`src/rtl/hbf_pkg.sv`:
```
package hbf_pkg;
  typedef struct packed {
    logic clr;
    logic swp;
    logic cnj;
    logic par;
  } hbf_mode_t;
endpackage

```
`src/rtl/hbf_prep.sv`:
```
module hbf_prep #(
  parameter int W = 16
) (
  input  logic                par,
  input  logic                rot,
  input  logic signed [W-1:0] ar,
  input  logic signed [W-1:0] ai,
  input  logic signed [W-1:0] br,
  input  logic signed [W-1:0] bi,
  output logic signed [W-1:0] xr,
  output logic signed [W-1:0] xi,
  output logic signed [W-1:0] yr,
  output logic signed [W-1:0] yi,
  output logic signed [W-1:0] sr,
  output logic signed [W-1:0] si,
  output logic signed [W-1:0] dr,
  output logic signed [W-1:0] di
);
  logic signed [W-1:0] ddr, ddi, ndr;

  always_comb begin
    xr = par ? br : ar;
    xi = par ? bi : ai;
    yr = par ? ar : br;
    yi = par ? ai : bi;
    sr = xr + yr;
    si = xi + yi;
    ddr = xr - yr;
    ddi = xi - yi;
    ndr = -ddr;
    dr = rot ? ddi : ddr;
    di = rot ? ndr : ddi;
  end
endmodule

```
`src/rtl/hbf_cmul.sv`:
```
module hbf_cmul #(
  parameter int W = 16
) (
  input  logic signed [W-1:0] dr,
  input  logic signed [W-1:0] di,
  input  logic signed [W-1:0] c,
  input  logic signed [W-1:0] s,
  output logic signed [W-1:0] pr,
  output logic signed [W-1:0] pi
);
  localparam int FW = 2 * W + 1;
  logic signed [FW-1:0] fr, fi;

  always_comb begin
    fr = FW'(dr * c) - FW'(di * s);
    fi = FW'(dr * s) + FW'(di * c);
    pr = fr[2*W-2:W-1];
    pi = fi[2*W-2:W-1];
  end
endmodule

```
`src/rtl/hbf_dly.sv`:
```
module hbf_dly #(
  parameter int DW    = 64,
  parameter int DEPTH = 1
) (
  input  logic          clk,
  input  logic          rst_n,
  input  logic          i_vld,
  input  logic [DW-1:0] i_dat,
  output logic          o_vld,
  output logic [DW-1:0] o_dat
);
  generate
    if (DEPTH == 0) begin : g_wire
      assign o_vld = i_vld;
      assign o_dat = i_dat;
    end else begin : g_chain
      logic          v_q [DEPTH];
      logic [DW-1:0] d_q [DEPTH];
      for (genvar k = 0; k < DEPTH; k++) begin : g_stg
        logic          v_src;
        logic [DW-1:0] d_src;
        if (k == 0) begin : g_first
          assign v_src = i_vld;
          assign d_src = i_dat;
        end else begin : g_next
          assign v_src = v_q[k-1];
          assign d_src = d_q[k-1];
        end
        always_ff @(posedge clk or negedge rst_n) begin
          if (!rst_n) v_q[k] <= 1'b0;
          else        v_q[k] <= v_src;
        end
        always_ff @(posedge clk) begin
          if (v_src) d_q[k] <= d_src;
        end
      end
      assign o_vld = v_q[DEPTH-1];
      assign o_dat = d_q[DEPTH-1];
    end
  endgenerate
endmodule

```
`src/rtl/hilbert_bfly.sv`:
```
module hilbert_bfly
  import hbf_pkg::*;
#(
  parameter int W   = 16,
  parameter int LAT = 3
) (
  input  logic                clk,
  input  logic                rst_n,
  input  logic                in_vld,
  input  logic signed [W-1:0] in_ar,
  input  logic signed [W-1:0] in_ai,
  input  logic signed [W-1:0] in_br,
  input  logic signed [W-1:0] in_bi,
  input  logic signed [W-1:0] tw_cos,
  input  logic signed [W-1:0] tw_sin,
  input  logic                par,
  input  logic                swp_en,
  input  logic                clr_en,
  input  logic                rot_en,
  input  logic                cnj_en,
  output logic                out_vld,
  output logic signed [W-1:0] out_ar,
  output logic signed [W-1:0] out_ai,
  output logic signed [W-1:0] out_br,
  output logic signed [W-1:0] out_bi
);
  localparam int TAIL = LAT - 2;
  localparam int PW   = 4 * W;

  // stage 1: operand exchange, sum, difference, rotation
  logic signed [W-1:0] p_xr, p_xi, p_yr, p_yi, p_sr, p_si, p_dr, p_di;
  logic signed [W-1:0] s1_xr, s1_xi, s1_yr, s1_yi, s1_sr, s1_si, s1_dr, s1_di;
  logic signed [W-1:0] s1_c, s1_s;
  hbf_mode_t           m_d, s1_m;
  logic                s1_vld;

  hbf_prep #(.W(W)) u_prep (
    .par(par), .rot(rot_en & ~swp_en),
    .ar(in_ar), .ai(in_ai), .br(in_br), .bi(in_bi),
    .xr(p_xr), .xi(p_xi), .yr(p_yr), .yi(p_yi),
    .sr(p_sr), .si(p_si), .dr(p_dr), .di(p_di)
  );

  always_comb begin
    m_d.clr = clr_en;
    m_d.swp = swp_en;
    m_d.cnj = cnj_en;
    m_d.par = par;
  end

  always_ff @(posedge clk or negedge rst_n) begin
    if (!rst_n) s1_vld <= 1'b0;
    else        s1_vld <= in_vld;
  end

  always_ff @(posedge clk) begin
    if (in_vld) begin
      s1_xr <= p_xr;  s1_xi <= p_xi;  s1_yr <= p_yr;  s1_yi <= p_yi;
      s1_sr <= p_sr;  s1_si <= p_si;  s1_dr <= p_dr;  s1_di <= p_di;
      s1_c  <= tw_cos; s1_s <= tw_sin;
      s1_m  <= m_d;
    end
  end

  // stage 2: twiddle product, mode select, conjugate, result exchange
  logic signed [W-1:0] m_pr, m_pi;
  logic signed [W-1:0] u_ar, u_ai, u_br, u_bi;
  logic signed [W-1:0] v_ai, v_bi;
  logic signed [W-1:0] n_ar, n_ai, n_br, n_bi;
  logic signed [W-1:0] s2_ar, s2_ai, s2_br, s2_bi;
  logic                s2_vld;

  hbf_cmul #(.W(W)) u_cmul (
    .dr(s1_dr), .di(s1_di), .c(s1_c), .s(s1_s), .pr(m_pr), .pi(m_pi)
  );

  always_comb begin
    if (s1_m.clr) begin
      u_ar = '0; u_ai = '0; u_br = '0; u_bi = '0;
    end else if (s1_m.swp) begin
      u_ar = s1_yi; u_ai = s1_yr; u_br = s1_xi; u_bi = s1_xr;
    end else begin
      u_ar = s1_sr; u_ai = s1_si; u_br = m_pr; u_bi = m_pi;
    end
    v_ai = s1_m.cnj ? -u_ai : u_ai;
    v_bi = s1_m.cnj ? -u_bi : u_bi;
    n_ar = s1_m.par ? u_br : u_ar;
    n_ai = s1_m.par ? v_bi : v_ai;
    n_br = s1_m.par ? u_ar : u_br;
    n_bi = s1_m.par ? v_ai : v_bi;
  end

  always_ff @(posedge clk or negedge rst_n) begin
    if (!rst_n) s2_vld <= 1'b0;
    else        s2_vld <= s1_vld;
  end

  always_ff @(posedge clk) begin
    if (s1_vld) begin
      s2_ar <= n_ar; s2_ai <= n_ai; s2_br <= n_br; s2_bi <= n_bi;
    end
  end

  // remaining latency
  logic [PW-1:0] t_dat;

  hbf_dly #(.DW(PW), .DEPTH(TAIL)) u_tail (
    .clk(clk), .rst_n(rst_n),
    .i_vld(s2_vld), .i_dat({s2_ar, s2_ai, s2_br, s2_bi}),
    .o_vld(out_vld), .o_dat(t_dat)
  );

  assign out_ar = t_dat[4*W-1:3*W];
  assign out_ai = t_dat[3*W-1:2*W];
  assign out_br = t_dat[2*W-1:W];
  assign out_bi = t_dat[W-1:0];
endmodule

```
`config.mk`:
```
export PLATFORM = sky130hd
export DESIGN_NAME = hilbert_bfly
export DESIGN_NICKNAME = d
export VERILOG_FILES = /design/src/rtl/hbf_pkg.sv /design/src/rtl/hbf_prep.sv /design/src/rtl/hbf_cmul.sv /design/src/rtl/hbf_dly.sv /design/src/rtl/hilbert_bfly.sv
export SDC_FILE = /design/constraint.sdc
export NUM_CORES = 2
export LEC_CHECK = 0
export BUFFER_PORTS_ARGS = -buffer_cell sky130_fd_sc_hd__buf_4
export CAP_MARGIN = 10
export CORE_ASPECT_RATIO = 1.1
export CORE_MARGIN = 2
export CORE_UTILIZATION = 45
export DETAILED_ROUTE_END_ITERATION = 16
export PLACE_DENSITY = 0.62
export SYNTH_ARGS = -nofsm -noshare
export SYNTH_HDL_FRONTEND = slang
export SYNTH_SLANG_ARGS = --single-unit
```
`constraint.sdc`:
```
create_clock -name clk -period 9.7 [get_ports clk]
set_input_delay 0.97 -clock clk [delete_from_list [all_inputs] [get_ports clk]]
set_output_delay 0.97 -clock clk [all_outputs]
set_load 0.05 [all_outputs]
```
==> summary by stage <==
Detailed routing
In this run, the number of DRC markers left after iteration 0 of detailed routing was 2439. The post-route antenna net violation count is 0. The residual DRC count is 0. Before antenna repair, the detailed router went through 5 iterations.

Dividing the detail-routed wire length by the instance count gives ~23 um. The total detailed-routing wirelength is 157600 um. The total via count after detailed routing is 36980. Using the TritonRoute via totals, the vias-per-cell ratio works out to 5.315.

Timing
The aggregate negative setup slack is 0 ns. The final hold violation count is 0. The number of max-slew violations in the final report is 0. Setup violations remaining at the end of the flow were counted as 0.

The worst relative slew slack is between 30% and 40%. The portion of the clock cycle consumed by the worst path in the final layout is 95.31%. The clock arrives with 0.03822 ns of skew. Final hold analysis gives a worst-case slack of 0.1816 ns.

Timing would allow up to 0.1082 GHz. Setup repair after global routing left no endpoint under its margin. The slew at the pin closest to its max-slew limit is around 1.0 ns. Counting I/O delays and the setup requirement, the final critical path takes 9.245 ns.

Critical path
The arrival time of data at the critical path endpoint is 9.53 ns. The maximum fanout count along the critical path is 18. STA classifies the critical path startpoint as a flop. The category of the critical setup timing path is reg2reg.

The worst setup path is captured at a flop. For the worst setup path, the data required time is 9.99 ns.

Clock network
The clock reaches the later pin of the worst-skew pair after approximately 0.59 ns. Hold repair after CTS inserted 0 buffers. The clock root buffer master is clkbuf_16. Counting every sink on the clock net gives just under 300.

The maximum root-to-sink buffer count is 3. The number of CTS-inserted buffers is 36. The clock transition time at the flip-flop clock pins of the worst setup and hold paths is 0.06 ns. The total number of H-tree levels is 2. The TritonCTS clock tree is yes.

Synth
After synthesis, flip-flops and latches occupy 16.60% of the total area. The commonest register cell after synthesis is edfxtp_1. The number of nets handed over by synthesis was 6835. The count of distinct cell types in the synthesized netlist is 80. The proportion of synthesized flip-flops having asynchronous set or reset is just over 1%. The post-synthesis area per instance is 10.14 um2. The synthesized netlist devotes 4.412% of its cell area to compound gates.

The number of synthesized register bits is about 300. After Yosys synthesis, XOR and XNOR cells account for 2.664% of the synthesized area. The number of standard cells after synthesis is 5254.

The mux cell area share after synthesis is 2.692%. The area fraction in and, or, nand and nor cells after synthesis is between 10% and 20%. Counting flops with a built-in enable in the synthesized netlist gives slightly below 300. The synthesized-area fraction occupied by adder cells is 50.52%.

After synthesis, the largest family of logic cells by area is adder cells. The area of the mapped netlist is 53260 um2. For this run, the number of Yosys warnings is 0.

Placement
At the end of routability-driven placement, the weighted congestion stood at 0.9632. The HPWL after detailed placement is 130200 um. The port buffer count is 168.

Layout
The most frequent standard cell in the layout excluding fill and tap cells is inv_1. Relative to the synthesized area, the layout overhead comes to 9.342%. The layout filler cell count is 10850.

In the final layout, the share of cells above drive strength 1 is 8.723%. The net total in the final layout is 6964. The top cell types in the final layout, fill and taps aside, are inv_1, fa_1, nand2_1, and2_1, ha_1.

Flow run
The number of maximum-capacitance violations is 0.

Die
The core area is 117600 um2. During I/O placement, the number of pins put on the boundary was 169. From bottom edge to top edge, the die measures roughly 360 um. For this configuration, the core starts out at a cell density of 45.29%. The die covers 121100 um2. The floorplan die width is 332.0 um. The number of core rows is 132.

Global route
The total global-route track usage is 26.95%. Entering global routing, the biggest net connects 63 pins. The total overflow left after global routing is 0. The first global-routing pass estimated 243700 um of wire. The number of global-route vias before repair came to 40130.

The number of antenna violations at the first check in global routing was 7.

Outcome
The flow ran to the end, and the final reports show no timing, DRC or antenna violations.

Min path
The kind of path behind the tightest hold check is in2async.
==> stage by stage <==
stage          cells  utilization, %  setup slack (ns)  area, um2
2_1_floorplan   5254               -             1.468      53260
3_3_place_gp    6856           48.18            0.5368      56650
3_5_place_dp    6856           48.18            0.4580      56650
4_1_cts         6922           49.27            0.3763      57940
5_1_grt         6954           49.52          0.008141      58230
6_report        6958           49.53            0.4551      58240
==> per-layer routing <==
layer  routed length (um)  global-route usage, %  vias to the layer above  part of all wire, %
met5                   27                      0                        -                0.017
met4                 9649                  14.41                        4                  6.1
met3                10050                  3.571                      369                  6.4
met2                78480                  46.64                     1431                   50
met1                59370                  32.89                    19070                   38
li1                     -                      -                    16110                    -
==> worst paths after layout <==
path,from,to,slack (ns),cells past startpoint
max reg2reg,s1_di[4],s2_bi[14],0.46,26
max,s1_di[4],s2_bi[14],0.46,26
min,rst_n,s1_vld,0.18,1
min in group clk,s2_ar[13],u_tail.g_chain.d_q[0][61],0.42,0
min reg2reg,s2_ar[13],u_tail.g_chain.d_q[0][61],0.42,0
max in group asynchronous,rst_n,s2_vld,9.41,1
==> flip-flops by register name, summed over array words and instances (netlist names), 4 cells and up <==
signal	flops
s2_br	16
s1_dr	16
s2_ar	16
s1_c	16
s1_m	4
s1_yi	16
s1_di	16
s1_yr	16
s1_s	16
s2_ai	16
s1_xr	16
u_tail.g_chain.d_q	64
s1_xi	16
s1_si	16
s1_sr	16
s2_bi	16
==> what timing repair did <==
| action | 4_1_cts | 5_1_grt |
|---|---|---|
| endpoints found under the setup margin | 0 | 8 |
| resized for setup | 0 | 0 |
| buffers inserted | 0 | 30 |
==> synth_stat cells (all sizes together), types with 9 or more instances <==
cell / n / share of area [%]
and2: 487 / 5.7
mux2: 43 / 0.92
nor2: 131 / 0.92
nor3: 29 / 0.27
ha: 354 / 8.3
o21bai: 21 / 0.30
nand2: 587 / 4.1
xnor2: 118 / 1.9
o21a: 11 / 0.16
edfxtp: 292 / 16
or3: 10 / 0.12
nor2b: 12 / 0.14
clkbuf: 240 / 1.7
xor2: 44 / 0.72
nand2b: 49 / 0.58
and3: 9 / 0.11
mux2i: 81 / 1.5
a21o: 20 / 0.28
nor4: 9 / 0.11
fa: 1123 / 42
inv: 1203 / 8.5
o31ai: 20 / 0.33
a211oi: 15 / 0.21
a21oi: 95 / 0.90
nand3: 25 / 0.23
o21ai: 80 / 0.76
==> layout make-up <==
class / instances / area, um2 / area share [%]
diodes: 6 / 15.01 / 0.02578
clock buffers: 43 / 947.2 / 1.626
clock inverters: 23 / 339.1 / 0.5822
inverters: 1204 / 4519 / 7.760
multi-input cells: 3507 / 38970 / 66.91
flip-flops and latches: 295 / 8846 / 15.19
well taps: 1541 / 1928 / 3.311
repair buffers: 339 / 2675 / 4.593
==> worst max-delay path, stage by stage (launching register included) <==
cell and delay, ns:
edfxtp_1 1.00, buf_4 0.44, and2_1 0.20, fa_1 0.17, inv_1 0.05, fa_1 0.53
inv_1 0.07, fa_1 0.40, fa_1 0.47, fa_1 0.46, fa_1 0.56, fa_1 0.52
inv_1 0.05, fa_1 0.49, inv_1 0.06, ha_1 0.32, a211oi_1 0.31, buf_4 0.18
nand2_1 0.07, o31a_1 0.35, o211a_1 0.27, o31a_1 0.29, a211o_1 0.35, or3_1 0.56
o31ai_1 0.38, xor2_1 0.28, mux2i_1 0.11
==> kinds of logic after synthesis <==
group,after synthesis
multiplexers,130
adder cells (fa/ha/maj),1477
AO/OA/AOI/OAI,353
buffers and inverters,1452
AND/OR/NAND/NOR,1385
XOR/XNOR,162
flip-flops,295
Power is not shown: default switching activity piles up to over one toggle a cycle in this logic, so the estimate is an artifact.
